## src/rtl/clrsel_pkg.sv

```systemverilog
package clrsel_pkg;

    localparam int NGR   = 4;
    localparam int OFS_W = 3;

    typedef enum logic [2:0] {
        OFS_CTRL = 3'd0,
        OFS_CNT  = 3'd1,
        OFS_GRA  = 3'd2,
        OFS_GRB  = 3'd3,
        OFS_GRC  = 3'd4,
        OFS_GRD  = 3'd5
    } ofs_e;

    typedef enum logic [2:0] {
        CLR_NONE    = 3'd0,
        CLR_GRA     = 3'd1,
        CLR_GRB     = 3'd2,
        CLR_PEER    = 3'd3,
        CLR_NONE_HI = 3'd4,
        CLR_GRC     = 3'd5,
        CLR_GRD     = 3'd6,
        CLR_PEER_HI = 3'd7
    } clr_sel_e;

    typedef struct packed {
        logic       buf_d;
        logic       buf_c;
        logic [3:0] cap_mode;
        clr_sel_e   clr_sel;
    } chan_ctrl_t;

    localparam int CTRL_W = $bits(chan_ctrl_t);

    function automatic logic sel_is_peer(clr_sel_e s);
        logic [2:0] v;
        v = s;
        return v[1:0] == 2'b11;
    endfunction

    function automatic logic sel_is_reg(clr_sel_e s);
        logic [2:0] v;
        v = s;
        return (v[1:0] == 2'b01) || (v[1:0] == 2'b10);
    endfunction

    function automatic logic [1:0] sel_reg_idx(clr_sel_e s);
        logic [2:0] v;
        v = s;
        return {v[2], v[1:0] == 2'b10};
    endfunction

    function automatic chan_ctrl_t narrow_mask(chan_ctrl_t c);
        chan_ctrl_t m;
        logic [2:0] v;
        m = c;
        v = c.clr_sel;
        m.buf_d         = 1'b0;
        m.buf_c         = 1'b0;
        m.cap_mode[3:2] = 2'b00;
        m.clr_sel       = clr_sel_e'({1'b0, v[1:0]});
        return m;
    endfunction

endpackage

```

## src/rtl/clrsel_edge.sv

```systemverilog
module clrsel_edge #(
    parameter int W = 1
) (
    input  logic         clk,
    input  logic         rst,
    input  logic [W-1:0] din,
    output logic [W-1:0] rise
);
    logic [W-1:0] prev_q;

    always_ff @(posedge clk) begin
        if (rst) prev_q <= '0;
        else     prev_q <= din;
    end

    assign rise = din & ~prev_q;
endmodule

```

## src/rtl/clrsel_group.sv

```systemverilog
module clrsel_group #(
    parameter int NCH = 3
) (
    input  logic [NCH-1:0] src,
    input  logic [NCH-1:0] member,
    output logic           hit
);
    assign hit = |(src & member);
endmodule

```

## src/rtl/clrsel_chan.sv

```systemverilog
module clrsel_chan
    import clrsel_pkg::*;
#(
    parameter int CNT_W = 16,
    parameter bit WIDE  = 1'b1
) (
    input  logic             clk,
    input  logic             rst,
    input  logic             cnt_en,
    input  chan_ctrl_t       ctrl,
    input  logic             sync_member,
    input  logic             peer_clr,
    input  logic             wr_cnt,
    input  logic [NGR-1:0]   wr_gr,
    input  logic [NGR-1:0]   cap_rise,
    input  logic [CNT_W-1:0] wdata,
    output logic [CNT_W-1:0] cnt_o,
    output logic [CNT_W-1:0] gr_o [NGR],
    output logic [NGR-1:0]   evt_o,
    output logic             own_clr_o,
    output logic             clr_o
);
    logic [CNT_W-1:0] cnt_q;
    logic [NGR-1:0]   live;
    logic [NGR-1:0]   hit_cmp;
    logic [NGR-1:0]   hit_cap;
    logic [1:0]       src_idx;

    // A buffered register on the wide channel drops out entirely.
    assign live = {~ctrl.buf_d & WIDE, ~ctrl.buf_c & WIDE, 2'b11};

    for (genvar k = 0; k < NGR; k++) begin : g_gr
        localparam bit KEEP = (k < 2) || WIDE;
        logic [CNT_W-1:0] gr_r;

        assign hit_cmp[k] = live[k] & ~ctrl.cap_mode[k] & cnt_en & (cnt_q == gr_r);
        assign hit_cap[k] = live[k] &  ctrl.cap_mode[k] & cap_rise[k];

        always_ff @(posedge clk) begin
            if (rst)                    gr_r <= KEEP ? '1 : '0;
            else if (KEEP && wr_gr[k])  gr_r <= wdata;
            else if (hit_cap[k])        gr_r <= cnt_q;
        end

        assign gr_o[k] = gr_r;
    end

    assign evt_o     = hit_cmp | hit_cap;
    assign src_idx   = sel_reg_idx(ctrl.clr_sel);
    assign own_clr_o = sel_is_reg(ctrl.clr_sel) & evt_o[src_idx];
    assign clr_o     = own_clr_o | (sync_member & sel_is_peer(ctrl.clr_sel) & peer_clr);

    always_ff @(posedge clk) begin
        if (rst)         cnt_q <= '0;
        else if (wr_cnt) cnt_q <= wdata;
        else if (clr_o)  cnt_q <= '0;
        else if (cnt_en) cnt_q <= cnt_q + 1'b1;
    end

    assign cnt_o = cnt_q;
endmodule

```

## src/rtl/clrsel_timer.sv

```systemverilog
module clrsel_timer
    import clrsel_pkg::*;
#(
    parameter int             NCH       = 3,
    parameter int             CNT_W     = 16,
    parameter logic [NCH-1:0] WIDE_MASK = NCH'(1),
    localparam int            CH_W      = $clog2(NCH + 1),
    localparam int            ADDR_W    = CH_W + OFS_W,
    localparam int            NEV       = NCH * NGR
) (
    input  logic              clk,
    input  logic              rst,
    input  logic              cnt_en,
    input  logic              wr_en,
    input  logic [ADDR_W-1:0] addr,
    input  logic [CNT_W-1:0]  wdata,
    output logic [CNT_W-1:0]  rdata,
    input  logic [NEV-1:0]    cap_i,
    output logic [NEV-1:0]    evt_o
);
    logic [CH_W-1:0]  a_ch;
    logic [OFS_W-1:0] a_ofs;
    chan_ctrl_t       ctrl_q [NCH];
    logic [NCH-1:0]   sync_q;
    logic [NEV-1:0]   cap_rise;
    logic [CNT_W-1:0] cnt_a [NCH];
    logic [CNT_W-1:0] gr_a  [NCH][NGR];
    logic [NCH-1:0]   own_clr_v;
    logic [NCH-1:0]   clr_v;
    logic [NCH-1:0]   wr_cnt_v;
    logic             grp_hit;
    chan_ctrl_t       wr_ctrl;

    assign a_ch    = addr[ADDR_W-1:OFS_W];
    assign a_ofs   = addr[OFS_W-1:0];
    assign wr_ctrl = chan_ctrl_t'(wdata[CTRL_W-1:0]);

    always_ff @(posedge clk) begin
        if (rst)
            sync_q <= '0;
        else if (wr_en && a_ch == CH_W'(NCH) && a_ofs == OFS_CTRL)
            sync_q <= wdata[NCH-1:0];
    end

    clrsel_edge #(.W(NEV)) u_edge (
        .clk  (clk),
        .rst  (rst),
        .din  (cap_i),
        .rise (cap_rise)
    );

    clrsel_group #(.NCH(NCH)) u_group (
        .src    (own_clr_v),
        .member (sync_q),
        .hit    (grp_hit)
    );

    for (genvar c = 0; c < NCH; c++) begin : g_ch
        logic           sel;
        logic [NGR-1:0] wr_gr;
        chan_ctrl_t     ctrl_r;

        assign sel         = wr_en && (a_ch == CH_W'(c));
        assign wr_cnt_v[c] = sel && (a_ofs == OFS_CNT);

        for (genvar k = 0; k < NGR; k++) begin : g_wr
            assign wr_gr[k] = sel && (a_ofs == OFS_W'(int'(OFS_GRA) + k));
        end

        always_ff @(posedge clk) begin
            if (rst)
                ctrl_r <= '0;
            else if (sel && a_ofs == OFS_CTRL)
                ctrl_r <= WIDE_MASK[c] ? wr_ctrl : narrow_mask(wr_ctrl);
        end

        assign ctrl_q[c] = ctrl_r;

        clrsel_chan #(
            .CNT_W (CNT_W),
            .WIDE  (WIDE_MASK[c])
        ) u_chan (
            .clk         (clk),
            .rst         (rst),
            .cnt_en      (cnt_en),
            .ctrl        (ctrl_r),
            .sync_member (sync_q[c]),
            .peer_clr    (grp_hit),
            .wr_cnt      (wr_cnt_v[c]),
            .wr_gr       (wr_gr),
            .cap_rise    (cap_rise[c*NGR +: NGR]),
            .wdata       (wdata),
            .cnt_o       (cnt_a[c]),
            .gr_o        (gr_a[c]),
            .evt_o       (evt_o[c*NGR +: NGR]),
            .own_clr_o   (own_clr_v[c]),
            .clr_o       (clr_v[c])
        );
    end

    always_comb begin
        rdata = '0;
        for (int c = 0; c < NCH; c++) begin
            if (a_ch == CH_W'(c)) begin
                if (a_ofs == OFS_CTRL)
                    rdata = CNT_W'(ctrl_q[c]);
                else if (a_ofs == OFS_CNT)
                    rdata = cnt_a[c];
                else begin
                    for (int k = 0; k < NGR; k++) begin
                        if (a_ofs == OFS_W'(int'(OFS_GRA) + k))
                            rdata = gr_a[c][k];
                    end
                end
            end
        end
        if (a_ch == CH_W'(NCH) && a_ofs == OFS_CTRL)
            rdata = CNT_W'(sync_q);
    end
endmodule

```

## config.mk

```make
export PLATFORM = sky130hd
export DESIGN_NAME = clrsel_timer
export DESIGN_NICKNAME = d
export VERILOG_FILES = /design/src/rtl/clrsel_pkg.sv /design/src/rtl/clrsel_edge.sv /design/src/rtl/clrsel_group.sv /design/src/rtl/clrsel_chan.sv /design/src/rtl/clrsel_timer.sv
export SDC_FILE = /design/constraint.sdc
export NUM_CORES = 1
export LEC_CHECK = 0
export ABC_AREA = 1
export BUFFER_PORTS_ARGS = -buffer_cell sky130_fd_sc_hd__buf_2
export CAP_MARGIN = 20
export CELL_PAD_IN_SITES_DETAIL_PLACEMENT = 0
export CELL_PAD_IN_SITES_GLOBAL_PLACEMENT = 1
export CORE_ASPECT_RATIO = 1.2
export CORE_MARGIN = 5
export CORE_UTILIZATION = 30
export CTS_BUF_LIST = sky130_fd_sc_hd__clkbuf_8
export CTS_CLUSTER_SIZE = 28
export DETAILED_ROUTE_END_ITERATION = 12
export PLACE_DENSITY_LB_ADDON = 0.2
export REMOVE_ABC_BUFFERS = 1
export SETUP_SLACK_MARGIN = 0.15
export SLEW_MARGIN = 5
export SYNTH_ARGS = -nofsm -noshare
export SYNTH_HDL_FRONTEND = slang
export SYNTH_SLANG_ARGS = --single-unit
```

## constraint.sdc

```tcl
create_clock -name clk -period 2.94 [get_ports clk]
set_input_delay 0.294 -clock clk [delete_from_list [all_inputs] [get_ports clk]]
set_output_delay 0.294 -clock clk [all_outputs]
set_load 0.01 [all_outputs]
```

After elaboration in Yosys (flattened, before gate mapping)

Index checks and enable logic that the tools add are counted.

Output and inout port bits: 28
Word-level logic and storage cells: 198
Flip-flop bits (word level): 206
Input port bits: 37

Equal/unequal tests: 25
Order comparisons: 3
$add $sub $neg: 3
Bitwise logic cells: 56
Mux-type cells: 53
Reductions and logical operators: 37

Operators by type and width:

| cell                                                                  | count |
|---|---|
| 16-bit two-way mux                                                    | 47 |
| 16-bit == test                                                        | 8 |
| 16-bit by 1-bit adder with 16-bit output (second input constant)      | 3 |
| 1-bit AND                                                             | 37 |
| 1-bit logical AND                                                     | 20 |
| 2-bit == test (second input constant)                                 | 8 |
| 2-bit nonzero test                                                    | 8 |
| 10-bit AND                                                            | 1 |
| 1-bit inverter                                                        | 10 |
| 10-bit inverter                                                       | 1 |
| 3-bit nonzero test                                                    | 3 |
| 2-bit by 1-bit == test with 1-bit output (second input constant)      | 4 |
| 3-bit by 2-bit == test with 1-bit output (second input constant)      | 2 |
| 3-bit == test (second input constant)                                 | 2 |
| 1-bit by 3-bit < comparator with 1-bit output (second input constant) | 2 |
| 1-bit two-way mux                                                     | 5 |
| 2-bit bitwise OR                                                      | 2 |
| 4-bit bitwise OR                                                      | 1 |
| 3-bit AND                                                             | 1 |
| 3-bit by 1-bit == test with 1-bit output (second input constant)      | 1 |
| 3-bit zero test                                                       | 1 |
| 1-bit logical OR                                                      | 3 |
| 2-bit by 3-bit < comparator with 1-bit output (second input constant) | 1 |
| 1-bit bitwise OR                                                      | 3 |
| other kinds (3)                                                       | 3 |

Depth between registers and ports, before layout

Word-level depth: 23
Gate-level depth with buffers: 20
Mapped depth without buffers: 17

Hierarchy

A second synthesis with hierarchy kept.

Cells, all modules: 2,744
Area total of the unflattened synthesis: 16,096.7 sq um

By module, submodules not included:

| module                        | area an instance (sq um) | seq. area each (sq um) | times used | cells each |
|---|---|---|---|---|
| clrsel_chan at g_ch[0].u_chan | 5,271.3                  | 1,601.5                | 1          | 889 |
| clrsel_chan at g_ch[1].u_chan | 3,510.9                  | 960.9                  | 1          | 593 |
| clrsel_chan at g_ch[2].u_chan | 3,502.1                  | 960.9                  | 1          | 596 |
| clrsel_timer                  | 3,409.5                  | 400.4                  | 1          | 613 |
| clrsel_edge                   | 386.6                    | 240.2                  | 1          | 49 |
| clrsel_group                  | 16.3                     | 0.0                    | 1          | 4 |

Worst setup path after synthesis

Ideal clock, no wire load.

Kind: input to output
Start point: input addr[2]
End point: output rdata[3]
Path buffers: 2
Required time: 2.646 ns
Stages on the path: 13
Slack: 0.819 ns
Arrival: 1.827 ns
Cell sequence: inv_1 -> nand2_1 -> inv_1 -> nand2_1 -> inv_1 -> buf_2 -> buf_1 -> a22oi_1 -> o211ai_1 -> o211ai_1 -> o21ai_0 -> o21ai_0 -> a21oi_1

Word-level cells in the longest chain between the ends: 23
Elaborated cells between the ends (all ways): 29
Those cells by class: 5 x eq/ne; 22 x mux; 2 x reduce/logical

RTL lines:

| item                                     | line                | text |
|---|---|---|
| from (decl)                              | clrsel_timer.sv:15  | `input logic [ADDR_W-1:0] addr,` |
| 3-bit by 2-bit == test with 1-bit output | clrsel_timer.sv:111 | `if (a_ofs == OFS_W'(int'(OFS_GRA) + k))` |
| 16-bit two-way mux (4 in a row)          | clrsel_timer.sv:111 |  |
| 16-bit two-way mux                       | clrsel_timer.sv:107 | `else if (a_ofs == OFS_CNT)` |
| 16-bit two-way mux                       | clrsel_timer.sv:105 | `if (a_ofs == OFS_CTRL)` |
| 16-bit two-way mux                       | clrsel_timer.sv:104 | `if (a_ch == CH_W'(c)) begin` |
| 16-bit two-way mux (4 in a row)          | clrsel_timer.sv:111 |  |
| 16-bit two-way mux                       | clrsel_timer.sv:107 |  |
| 16-bit two-way mux                       | clrsel_timer.sv:105 |  |
| 16-bit two-way mux                       | clrsel_timer.sv:104 |  |
| 16-bit two-way mux (4 in a row)          | clrsel_timer.sv:111 |  |
| 16-bit two-way mux                       | clrsel_timer.sv:107 |  |
| 16-bit two-way mux                       | clrsel_timer.sv:105 |  |
| 16-bit two-way mux                       | clrsel_timer.sv:104 |  |
| 16-bit two-way mux (*)                   | clrsel_timer.sv:117 | `if (a_ch == CH_W'(NCH) && a_ofs == OFS_CTRL)` |
| to (decl)                                | clrsel_timer.sv:17  | `output logic [CNT_W-1:0] rdata,` |

Every way passes the cells marked *; elsewhere a longest branch is shown, timed or not.

Final worst setup path

Start point: input addr[0]
End point: output rdata[7]

Same word-level chain as after synthesis.

==> impl_metrics.json <==
{
  "synth_fa_ha_area_share_pct": 0.828,
  "crit_start": "addr[0]",
  "leakage_nw": 7.88,
  "multi_input_area_mm2": 0.00823,
  "switching_share_pct": 33.3,
  "finalCritPeriodShare_pct": 92.8,
  "dp_cells": 2827,
  "synth_top_area_cell": "dfxtp_1",
  "syn_to_final_growth_pct": 20.1,
  "yosysSeqAreaShare_pct": 30.0,
  "grt_start_max_net_pins": 104,
  "io_pins": 65,
  "muxShareOfSynthArea_pct": 0,
  "final-hold-violation-count": 0,
  "syn_inst": 2184,
  "combPwrFrac_pct": 18.6,
  "cp-end-kind": "output pin",
  "post_dp_cell_area_mm2": 0.0150,
  "r2r_start": "g_ch[2].u_chan.g_gr[0].gr_r[11]$_SDFFE_PP1P_",
  "final_area_mm2": 0.0163,
  "synth_seq_cells": 204,
  "cts_made_buffers": 44,
  "syn_area_per_cell_um2": 6.23,
  "die_w_um": 204,
  "tns_ns": 0,
  "netlist.area_leader.share_pct": 30.0,
  "period_needed_ns": 2.73,
  "synth_top_family_by_area": "simple AND/OR/NAND/NOR gates",
  "slew_headroom_pct": 36.0,
  "whs_ns": 0.0992,
  "initial_core_util_pct": 30.3,
  "max-vdd-ir-drop_mv": 0.278,
  "synthSimpleGateAreaFrac_pct": 29.9,
  "detail_route.iter0.violations": 1378,
  "final_nets": 2338,
  "worstPathRequired_ns": 2.65,
  "slew_violations": 0,
  "seq_area_mm2": 0.00413,
  "p_clk_share_pct": 40.0,
  "htree_levels": 2,
  "clkSlewWorstSetupHoldPaths_ns": 0.06,
  "synthFlopType": "dfxtp_1",
  "place_congestion": 0.940,
  "clock-skew-final_ns": 0.0352,
  "status": "finished clean",
  "routed_wl_mm": 63.7,
  "min_path_type": "input port to flop",
  "drt_pass1_iterations": 6,
  "power.internal_w": 0.00481,
  "synth-compound-area-share_pct": 24.5,
  "clk_root_buffer_cell": "clkbuf_8",
  "drive_above_1_share_pct": 16.8,
  "critPathLaunchType": "input port",
  "num_rows": 85,
  "grt_pass1_vias": 14700,
  "dp_hpwl_mm": 44.1,
  "wl_per_cell_um": 21.8,
  "crit_fanout": 5,
  "cts_tree": "yes",
  "total_power_w": 0.00721,
  "clk_latency_ns": 0.62,
  "p_seq_share_pct": 41.4,
  "synthXorXnorAreaFrac_pct": 3.73,
  "core_area_mm2": 0.0449,
  "fillers": 5018,
  "drv_cap": 0,
  "synth_edf_count": 0,
  "final_cell_mix": "nand2_1 (478), o21ai_0 (292), nor2_1 (241)",
  "grt_overflow": 0,
  "crit_type": "input port to output pin",
  "drcViolationCount": 0,
  "power.density_mw_per_mm2": 441,
  "final_common_cell": "nand2_1",
  "hp-start": "wdata[14]",
  "finalSetupViolations": 0,
  "cts_buffer_depth": 3,
  "diodes": 0,
  "synth_cell_types": 53,
  "die_y_um": 243,
  "fmax_mhz": 366,
  "vias": 15600,
  "async_reset_ff_share_pct": 0,
  "worstMarginPinSlew_ns": 0.960,
  "cp_data_arrival_time_ns": 2.43,
  "stdcell_count": 2925,
  "grtUsageTotal_pct": 24.7,
  "antenna_found_initial": 2,
  "grt_pass1_wl_mm": 93.6,
  "port_buffers": 56,
  "cts.sinks": 204,
  "ys_top_cells_by_area": "dfxtp_1 (30%), nand2_1 (13%), o21ai_0 (11%)",
  "synth_area_mm2": 0.0136,
  "rsz0062_at_grt": "true",
  "die-area_mm2": 0.0497,
  "p_switching_w": 0.00240,
  "via_per_inst": 5.32,
  "ant_nets": 0,
  "yosys_warnings": 0
}
-- flip-flops by register name, indices dropped and copies added, names as in the netlist --
name	cells
sync_q	3
u_edge.prev_q	8
g_ch.u_chan.g_gr.gr_r	128
g_ch.u_chan.cnt_o	48
ctrl_q	17
-- power groups by stage --
stage	Combinational, W	Sequential [W]	Clock [W]
floorplan	0.000653	0.00301	0
global placement	0.00124	0.00304	0
detailed placement	0.00124	0.00304	0
CTS	0.00126	0.00298	0.00295
global route	0.00146	0.00300	0.00309
finish	0.00134	0.00299	0.00289
-- cell usage after synthesis (6+ instances only) --
cell type	instances
a21oi_1	120
a221oi_1	6
a22oi_1	8
buf_2	27
buf_4	15
buf_6	6
clkbuf_1	95
dfxtp_1	204
ha_1	9
inv_1	195
inv_2	12
nand2_1	487
nand3_1	145
nand4_1	21
nor2_1	248
nor3_1	24
o211ai_1	23
o21ai_0	306
o21ai_1	30
o221ai_1	8
o22ai_1	29
o311ai_0	35
or2_2	11
xnor2_1	23
xor2_1	35
-- path summary, 6_finish.rpt --
| kind | cells after the start | slack, ns | to |
|---|---|---|---|
| max | 17 | 0.21 | rdata[7] |
| min | 3 | 0.1 | g_ch[1].u_chan.cnt_o[14]$_SDFFE_PP0P_ |
| min reg2reg | 2 | 0.47 | g_ch[1].u_chan.g_gr[1].gr_r[15]$_SDFFE_PP1P_ |
| max reg2reg | 15 | 0.34 | g_ch[0].u_chan.cnt_o[10]$_SDFFE_PP0P_ |
-- repair_timing --
item,4_1_cts,5_1_grt
buffers inserted,0,18
pin swaps,5,37
gates resized for setup,18,108
endpoints found under the setup margin,7,64
hold buffers,8,0
gates cloned,0,2
endpoints found under the hold margin,8,0
-- final cells by class --
cell class	count	share of cell area, %
multi-input combinational	1624	50.4
clock buffer	48	4.04
timing repair buffer	207	10.0
timing repair inverter	1	0.0306
clock inverter	22	0.567
inverter	210	4.99
sequential	204	25.3
tap	609	4.67
-- through the flow --
step | setup slack, ns | util (%)
6_report | 0.211 | 36.4
4_1_cts | 0.0997 | 35.4
5_1_grt | 0.115 | 36.4
3_3_place_gp | 0.0925 | 33.4
3_5_place_dp | 0.0830 | 33.4
2_1_floorplan | -0.302 | -
-- routing by layer --
layer	vias up	part of all wire [%]	global-route usage (%)
met4	0	3.6	9.01
met5	-	0	0
met3	128	7.0	3.94
met2	615	47	41.1
li1	7503	-	-
met1	7325	42	32.2
-- worst max-delay path, stage by stage --
cell,delay [ns]
buf_6,0.10
buf_6,0.11
nor2_2,0.04
nand2_2,0.14
clkinvlp_4,0.22
buf_6,0.19
a21oi_1,0.15
o221ai_1,0.12
o21ai_0,0.12
nand2_1,0.11
o211ai_1,0.21
nand2_1,0.09
nor2_1,0.11
o31ai_1,0.07
nand2_1,0.08
nand3_2,0.09
buf_2,0.17
-- kinds of logic (layout without fill, tap and decap cells) --
family / count (synthesis) / after routing
AND/OR/NAND/NOR: 963 / 963
XOR/XNOR: 58 / 58
flip-flops: 204 / 204
other: 1 / 4
buffers and inverters: 359 / 488
AO/OA/AOI/OAI: 590 / 590
adder cells (fa/ha/maj): 9 / 9
(Power assumes the default switching activity.)
